### src/rtl/dmb_pkg.sv
package dmb_pkg;
    typedef enum logic [2:0] {
        ST_IDLE,
        ST_WAKE,
        ST_SETUP,
        ST_STROBE,
        ST_HOLD,
        ST_TURN
    } dmb_state_e;

    typedef struct packed {
        logic write;
        logic psram;
    } dmb_op_t;
endpackage

### src/rtl/dmb_timer.sv
module dmb_timer #(
    parameter int CNT_W = 6
) (
    input  logic             clk,
    input  logic             rst_n,
    input  logic             load,
    input  logic [CNT_W-1:0] load_val,
    output logic             expired
);
    logic [CNT_W-1:0] cnt_q;

    always_ff @(posedge clk or negedge rst_n) begin
        if (!rst_n) begin
            cnt_q <= '0;
        end else if (load) begin
            cnt_q <= load_val;
        end else if (cnt_q != '0) begin
            cnt_q <= cnt_q - 1'b1;
        end
    end

    assign expired = (cnt_q == '0);
endmodule

### src/rtl/dmb_seq.sv
module dmb_seq
    import dmb_pkg::*;
#(
    parameter int FA_W     = 22,
    parameter int DW       = 16,
    parameter int BE_W     = 2,
    parameter int CNT_W    = 6,
    parameter int ACC_CYC  = 18,
    parameter int WAKE_CYC = 38
) (
    input  logic             clk,
    input  logic             rst_n,
    input  logic             req_valid,
    input  logic             req_write,
    input  logic             req_psram,
    input  logic [FA_W-1:0]  req_addr,
    input  logic [BE_W-1:0]  req_be,
    input  logic [DW-1:0]    req_wdata,
    input  logic             pd_req,
    input  logic             expired,
    output dmb_state_e       state_q,
    output dmb_op_t          op_q,
    output logic [FA_W-1:0]  addr_q,
    output logic [BE_W-1:0]  be_q,
    output logic [DW-1:0]    wdata_q,
    output logic             sleep_q,
    output logic             tmr_load,
    output logic [CNT_W-1:0] tmr_val
);
    dmb_state_e state_d;
    logic       pend_q;

    always_ff @(posedge clk or negedge rst_n) begin
        if (!rst_n) begin
            state_q <= ST_IDLE;
        end else begin
            state_q <= state_d;
        end
    end

    always_comb begin
        state_d = state_q;
        unique case (state_q)
            ST_IDLE: begin
                if (req_valid) begin
                    state_d = (req_psram && sleep_q) ? ST_WAKE : ST_SETUP;
                end else if (sleep_q && !pd_req) begin
                    state_d = ST_WAKE;
                end
            end
            ST_WAKE:   if (expired) state_d = pend_q ? ST_SETUP : ST_IDLE;
            ST_SETUP:  state_d = ST_STROBE;
            ST_STROBE: if (expired) state_d = ST_HOLD;
            ST_HOLD:   state_d = ST_TURN;
            ST_TURN:   state_d = ST_IDLE;
            default:   state_d = ST_IDLE;
        endcase
    end

    // Timer is loaded on entry to WAKE and on the SETUP -> STROBE step.
    assign tmr_load = (state_q == ST_SETUP) ||
                      ((state_q == ST_IDLE) && (state_d == ST_WAKE));
    assign tmr_val  = (state_q == ST_SETUP) ? CNT_W'(ACC_CYC - 1)
                                            : CNT_W'(WAKE_CYC - 1);

    always_ff @(posedge clk or negedge rst_n) begin
        if (!rst_n) begin
            op_q    <= '0;
            addr_q  <= '0;
            be_q    <= '0;
            wdata_q <= '0;
            pend_q  <= 1'b0;
            sleep_q <= 1'b0;
        end else if (state_q == ST_IDLE) begin
            pend_q <= req_valid;
            if (req_valid) begin
                op_q.write <= req_write;
                op_q.psram <= req_psram;
                addr_q     <= req_addr;
                be_q       <= req_be;
                wdata_q    <= req_wdata;
                if (req_psram) sleep_q <= 1'b0;
            end else if (sleep_q && !pd_req) begin
                sleep_q <= 1'b0;
            end else if (!sleep_q && pd_req) begin
                sleep_q <= 1'b1;
            end
        end
    end

    // power-down never starts while a cycle is under way
    p_sleep_only_idle_r12: assert property (@(posedge clk) disable iff (!rst_n)
        $rose(sleep_q) |-> ($past(state_q) == ST_IDLE) && !$past(req_valid));
    // a wake period always ends with the RAM awake
    p_wake_awake_r8: assert property (@(posedge clk) disable iff (!rst_n)
        (state_q == ST_WAKE) |-> !sleep_q);
endmodule

### src/rtl/dmb_pins.sv
module dmb_pins
    import dmb_pkg::*;
#(
    parameter int FA_W = 22,
    parameter int PA_W = 20,
    parameter int DW   = 16,
    parameter int BE_W = 2
) (
    input  logic             clk,
    input  logic             rst_n,
    input  dmb_state_e       state_q,
    input  dmb_op_t          op_q,
    input  logic [FA_W-1:0]  addr_q,
    input  logic [BE_W-1:0]  be_q,
    input  logic [DW-1:0]    wdata_q,
    input  logic             sleep_q,
    input  logic             expired,
    input  logic [DW-1:0]    mem_dq_in,
    output logic             req_ready,
    output logic             rsp_done,
    output logic [DW-1:0]    rsp_rdata,
    output logic [FA_W-1:0]  mem_addr,
    output logic [DW-1:0]    mem_dq_out,
    output logic             mem_dq_oe,
    output logic             flash_ce_n,
    output logic             flash_oe_n,
    output logic             flash_we_n,
    output logic             ram_ce1_n,
    output logic             ram_ce2,
    output logic             ram_oe_n,
    output logic             ram_we_n,
    output logic             ram_ub_n,
    output logic             ram_lb_n
);
    logic          act, strobe, fl_sel, ram_sel;
    logic [DW-1:0] lane_mask;

    assign act     = (state_q == ST_SETUP) || (state_q == ST_STROBE) ||
                     (state_q == ST_HOLD);
    assign strobe  = (state_q == ST_STROBE);
    assign fl_sel  = act && !op_q.psram;
    assign ram_sel = act && op_q.psram;

    always_comb begin
        flash_ce_n = !fl_sel;
        flash_oe_n = !(fl_sel && strobe && !op_q.write);
        flash_we_n = !(fl_sel && strobe && op_q.write);
        ram_ce1_n  = !ram_sel;
        ram_oe_n   = !(ram_sel && strobe && !op_q.write);
        ram_we_n   = !(ram_sel && strobe && op_q.write);
        ram_ub_n   = !(ram_sel && be_q[BE_W-1]);
        ram_lb_n   = !(ram_sel && be_q[0]);
        ram_ce2    = !sleep_q;
        mem_dq_oe  = op_q.write && (strobe || (state_q == ST_HOLD));
        mem_dq_out = wdata_q;
        req_ready  = (state_q == ST_IDLE);
        rsp_done   = (state_q == ST_HOLD);
    end

    always_comb begin
        mem_addr = addr_q;
        if (op_q.psram) mem_addr[FA_W-1:PA_W] = '0;
    end

    for (genvar g = 0; g < BE_W; g++) begin : g_lane
        assign lane_mask[g*8 +: 8] = (op_q.psram && !be_q[g]) ? 8'h00 : 8'hFF;
    end

    always_ff @(posedge clk or negedge rst_n) begin
        if (!rst_n) begin
            rsp_rdata <= '0;
        end else if (strobe && expired && !op_q.write) begin
            rsp_rdata <= mem_dq_in & lane_mask;
        end
    end

    p_single_device_r2: assert property (@(posedge clk) disable iff (!rst_n)
        flash_ce_n || ram_ce1_n);
    p_strobe_excl_r3: assert property (@(posedge clk) disable iff (!rst_n)
        (flash_oe_n || flash_we_n) && (ram_oe_n || ram_we_n));
    p_dpd_standby_r7: assert property (@(posedge clk) disable iff (!rst_n)
        !ram_ce2 |-> ram_ce1_n);
    p_bus_release_r9: assert property (@(posedge clk) disable iff (!rst_n)
        mem_dq_oe |-> (flash_oe_n && ram_oe_n));
    p_done_single_r5: assert property (@(posedge clk) disable iff (!rst_n)
        rsp_done |=> !rsp_done);
    p_data_hold_r9: assert property (@(posedge clk) disable iff (!rst_n)
        (!flash_we_n || !ram_we_n) |=> mem_dq_oe && $stable(mem_dq_out));
    p_ram_addr_r1: assert property (@(posedge clk) disable iff (!rst_n)
        !ram_ce1_n |-> (mem_addr[FA_W-1:PA_W] == '0));
endmodule

### src/rtl/dual_mem_bus_ctrl.sv
module dual_mem_bus_ctrl
    import dmb_pkg::*;
#(
    parameter int FA_W     = 22,
    parameter int PA_W     = 20,
    parameter int DW       = 16,
    parameter int ACC_CYC  = 18,
    parameter int WAKE_CYC = 38
) (
    input  logic            clk,
    input  logic            rst_n,
    input  logic            req_valid,
    output logic            req_ready,
    input  logic            req_write,
    input  logic            req_psram,
    input  logic [FA_W-1:0] req_addr,
    input  logic [DW/8-1:0] req_be,
    input  logic [DW-1:0]   req_wdata,
    output logic [DW-1:0]   rsp_rdata,
    output logic            rsp_done,
    input  logic            pd_req,
    output logic [FA_W-1:0] mem_addr,
    output logic [DW-1:0]   mem_dq_out,
    output logic            mem_dq_oe,
    input  logic [DW-1:0]   mem_dq_in,
    output logic            flash_ce_n,
    output logic            flash_oe_n,
    output logic            flash_we_n,
    output logic            ram_ce1_n,
    output logic            ram_ce2,
    output logic            ram_oe_n,
    output logic            ram_we_n,
    output logic            ram_ub_n,
    output logic            ram_lb_n
);
    localparam int BE_W    = DW / 8;
    localparam int CNT_MAX = (ACC_CYC > WAKE_CYC) ? ACC_CYC : WAKE_CYC;
    localparam int CNT_W   = $clog2(CNT_MAX + 1);

    dmb_state_e       state_q;
    dmb_op_t          op_q;
    logic [FA_W-1:0]  addr_q;
    logic [BE_W-1:0]  be_q;
    logic [DW-1:0]    wdata_q;
    logic             sleep_q, tmr_load, expired;
    logic [CNT_W-1:0] tmr_val;

    dmb_timer #(.CNT_W(CNT_W)) u_timer (
        .clk(clk), .rst_n(rst_n), .load(tmr_load),
        .load_val(tmr_val), .expired(expired)
    );

    dmb_seq #(
        .FA_W(FA_W), .DW(DW), .BE_W(BE_W), .CNT_W(CNT_W),
        .ACC_CYC(ACC_CYC), .WAKE_CYC(WAKE_CYC)
    ) u_seq (
        .clk(clk), .rst_n(rst_n), .req_valid(req_valid),
        .req_write(req_write), .req_psram(req_psram), .req_addr(req_addr),
        .req_be(req_be), .req_wdata(req_wdata), .pd_req(pd_req),
        .expired(expired), .state_q(state_q), .op_q(op_q), .addr_q(addr_q),
        .be_q(be_q), .wdata_q(wdata_q), .sleep_q(sleep_q),
        .tmr_load(tmr_load), .tmr_val(tmr_val)
    );

    dmb_pins #(.FA_W(FA_W), .PA_W(PA_W), .DW(DW), .BE_W(BE_W)) u_pins (
        .clk(clk), .rst_n(rst_n), .state_q(state_q), .op_q(op_q),
        .addr_q(addr_q), .be_q(be_q), .wdata_q(wdata_q), .sleep_q(sleep_q),
        .expired(expired), .mem_dq_in(mem_dq_in), .req_ready(req_ready),
        .rsp_done(rsp_done), .rsp_rdata(rsp_rdata), .mem_addr(mem_addr),
        .mem_dq_out(mem_dq_out), .mem_dq_oe(mem_dq_oe),
        .flash_ce_n(flash_ce_n), .flash_oe_n(flash_oe_n),
        .flash_we_n(flash_we_n), .ram_ce1_n(ram_ce1_n), .ram_ce2(ram_ce2),
        .ram_oe_n(ram_oe_n), .ram_we_n(ram_we_n), .ram_ub_n(ram_ub_n),
        .ram_lb_n(ram_lb_n)
    );

    // while reset is held no device is selected
    always_comb begin
        if (!rst_n) begin
            p_reset_quiet_r10: assert (flash_ce_n && ram_ce1_n && ram_ce2 && !mem_dq_oe);
        end
    end
endmodule

### config.mk
export PLATFORM = sky130hd
export DESIGN_NAME = dual_mem_bus_ctrl
export DESIGN_NICKNAME = d
export VERILOG_FILES = /design/src/rtl/dmb_pkg.sv /design/src/rtl/dmb_timer.sv /design/src/rtl/dmb_seq.sv /design/src/rtl/dmb_pins.sv /design/src/rtl/dual_mem_bus_ctrl.sv
export SDC_FILE = /design/constraint.sdc
export NUM_CORES = 1
export LEC_CHECK = 0
export BUFFER_PORTS_ARGS = -buffer_cell sky130_fd_sc_hd__buf_4
export CELL_PAD_IN_SITES_DETAIL_PLACEMENT = 1
export CELL_PAD_IN_SITES_GLOBAL_PLACEMENT = 1
export CORE_MARGIN = 5
export CORE_UTILIZATION = 40
export DETAILED_ROUTE_END_ITERATION = 12
export GPL_ROUTABILITY_DRIVEN = 0
export PLACE_DENSITY_LB_ADDON = 0.1
export SYNTH_ARGS = -nofsm -noshare
export SYNTH_HDL_FRONTEND = slang
export SYNTH_SLANG_ARGS = --single-unit
### constraint.sdc
create_clock -name clk -period 6 [get_ports clk]
set_input_delay 0.6 -clock clk [delete_from_list [all_inputs] [get_ports clk]]
set_output_delay 0.6 -clock clk [all_outputs]
set_load 0.01 [all_outputs]
==> flow_summary.toml <==
[outcome]
status = "finished, final reports clean"

[route]
viasPerCell = 4.80
ant_nets = 0
avgRoutedWirePerCell_um = 16.0
first_iter_violations = 40
first_pass_iters = 4
drc = 0
via_count = 2274
wl_um = 7580

[finish]
mostFrequentLayoutCells = "buf_4 (128), dfrtp_1 (69), mux2_2 (43)"
mostFrequentLayoutCell = "buf_4"
insertedDiodeCount = 0
fin_nets = 432
fillers = 862
final_layout_size_suffix_gt1_share_pct = 50.5
area_delta_synth_final_pct = 32.5

[global_routing]
grt_max_degree = 70
grtUsageTotal_pct = 15.8
gr-total-overflow = 0
grt_pass1_vias = 2468
antenna_found_initial = 0
grt_pass1_wl_um = 12200

[logic_synthesis]
syn_nets = 326
yosysWarnings = 0
synth_top_area_share_pct = 54.5
synth-edff-count = 0
syn-cell-area_um2 = 3170
netlist_top_cells_area = "dfrtp_1 (55%), mux2_2 (15%), buf_4 (5.7%), mux2i_1 (5.1%), inv_1 (2.5%)"
seq_area_frac_synth_pct = 54.5
ys_ff_latch = 69
syn_inst = 263
synthArstFlopShare_pct = 100
avgSynthCellArea_um2 = 12.0
ys.flop_type = "dfrtp_1"
yosysUniqueCellTypes = 37
synth_top_cell_by_area = "dfrtp_1"

[timing]
tns_ns = 0
max_freq_mhz = 409
fin_crit_ns = 2.45
skew_ns = 0.00524
hold_viol = 0
whs_ns = 0.365
slew_viol_final = 0
rsz0062_at_grt = "no"
post-route-period-util_pct = 40.8
finalSetupViolations = 0
slew_headroom_pct = 32.4
tightestPinTransition_ns = 1.01

[clock_tree]
clkTransAtPathRegs_ns = 0.06
numClockSinks = 69
ctsResizeCount = 0
clock_latency_ns = 0.34
root_buffer = "clkbuf_8"
clockBufferDepth = 2
holdBufCountCts = 0
cts_buffers = 9
cts_max_level = 3
cts_tree = "done"
postCtsSetupRepairBufs = 0

[worst_hold_path]
hold_path.class = "in2async"

[place]
dp_hpwl_um = 5700
io_buffer_count = 127

[floorplanning]
fp-row-count = 32
die-area_um2 = 9800
core_area_um2 = 7730
die_h_um = 99.0
design.portCount = 128
start_util_pct = 41.0
die_x_um = 99.0

[setup_path]
worstPathCellList = "or3_1, inv_2, and2_2, mux2_2"
cp-end-kind = "register"
required_ns = 6.22
crit_arrival_ns = 2.67
cpPeakStageDelay_ns = 0.82
worstSetupStartpointType = "register"
crit_path_max_fanout = 43
path_class = "reg2reg"
critical_path.slowest_cell = "and2_2"

[power_and_ir_drop]
switchingPower_uw = 755
p_per_area_nw_per_um2 = 517
internal-power_uw = 1410
p_leak_uw = 0.00206
p_comb_share_pct = 45.2
clkPwrFrac_pct = 14.9
ir_drop_mv = 0.198
seqPwrFrac_pct = 39.9
switching_share_pct = 34.8

[run]
max_cap_violations = 0
==> cell usage after synthesis (all sizes together), types with 3 or more instances <==
master / count
nor2: 3
nor3b: 4
nand4: 3
a21oi: 4
mux2: 43
nand2b: 4
nor3: 4
clkbuf: 4
dfrtp: 69
or3: 3
nand2: 21
buf: 29
inv: 22
a21o: 5
o21ai: 3
nor2b: 5
mux2i: 16
==> layer usage <==
layer	up-vias	GRT usage, %	wire length [µm]	part of all wire (%)
li1	1073	-	-	-
met1	1092	20.2	3280	43
met2	101	23.5	3440	45
met3	8	7.43	789	10
met4	0	5.36	73	0.96
met5	-	0	0	0
==> cell type report <==
| type | instances | area (µm²) | area share, % |
|---|---|---|---|
| Inverter | 22 | 82.6 | 1.97 |
| Clock inverter | 2 | 10.0 | 0.239 |
| Multi-Input combinational cell | 139 | 1130 | 27.0 |
| Tap cell | 102 | 128 | 3.04 |
| Clock buffer | 12 | 155 | 3.70 |
| Sequential cell | 69 | 1730 | 41.2 |
| Timing Repair Buffer | 128 | 961 | 22.9 |
==> path summary, 6_finish.rpt <==
check                      slack (ns)  cells past startpoint                      endpoint                        from
min reg2reg                      0.50                      1      u_seq.pend_q$_DFFE_PN0P_    u_seq.pend_q$_DFFE_PN0P_
min in group clk                 0.49                      2   u_seq.addr_q[7]$_DFFE_PN0P_                 req_addr[7]
min                              0.36                      1  u_seq.addr_q[13]$_DFFE_PN0P_                       rst_n
max in group asynchronous        5.04                      1    u_seq.state_q[0]$_DFF_PN0_                       rst_n
max reg2reg                      3.55                      4     u_seq.be_q[1]$_DFFE_PN0P_  u_seq.state_q[0]$_DFF_PN0_
max                              3.55                      4     u_seq.be_q[1]$_DFFE_PN0P_  u_seq.state_q[0]$_DFF_PN0_
==> flip-flops by register name, summed over array words and instances, names as in the netlist <==
name,count
u_seq.addr_q,22
u_seq.be_q,2
u_seq.wdata_q,16
u_seq.op_q,2
u_timer.cnt_q,6
u_seq.state_q,3
u_seq.sleep_q,1
u_seq.pend_q,1
u_pins.rsp_rdata,16
==> cell families after synthesis <==
group                      after synthesis  share of synthesized area, %
muxes                                   59                          20.3
AOI/OAI and AO/OA                       23                          5.06
adders and majority gates                1                         0.395
xor gates and xnor gates                 1                         0.277
and+or+nand+nor                         55                          9.64
buffers and inverters                   55                          9.76
DFF                                     69                          54.5
==> per-stage QoR <==
step | power, µW | cell area [µm²] | worst slack [ns] | instances | util [%]
after floorplan | 1470 | 3170 | 3.93 | 263 | -
after global placement | 1830 | 4030 | 3.59 | 460 | 52.2
after detailed placement | 1880 | 4030 | 3.51 | 460 | 52.2
after CTS | 2210 | 4200 | 3.50 | 474 | 54.3
after global routing | 2340 | 4200 | 3.40 | 474 | 54.3
final | 2170 | 4200 | 3.55 | 474 | 54.3
==> power groups by stage <==
stage / combinational [µW] / clock, µW / sequential [µW]
after detailed placement: 1000 / 0 / 876
after CTS: 1000 / 339 / 869
after global placement: 973 / 0 / 861
after global routing: 1080 / 361 / 904
after floorplan: 597 / 0 / 875
final: 979 / 324 / 865
==> critical path: cells and delay by family (launching register included) <==
kind	cells	cell delay [ns]
buffers and inverters	1	0.11
muxes	1	0.42
and+or+nand+nor	2	1.29
DFF	1	0.48
Power figures use the tool's default switching activity.
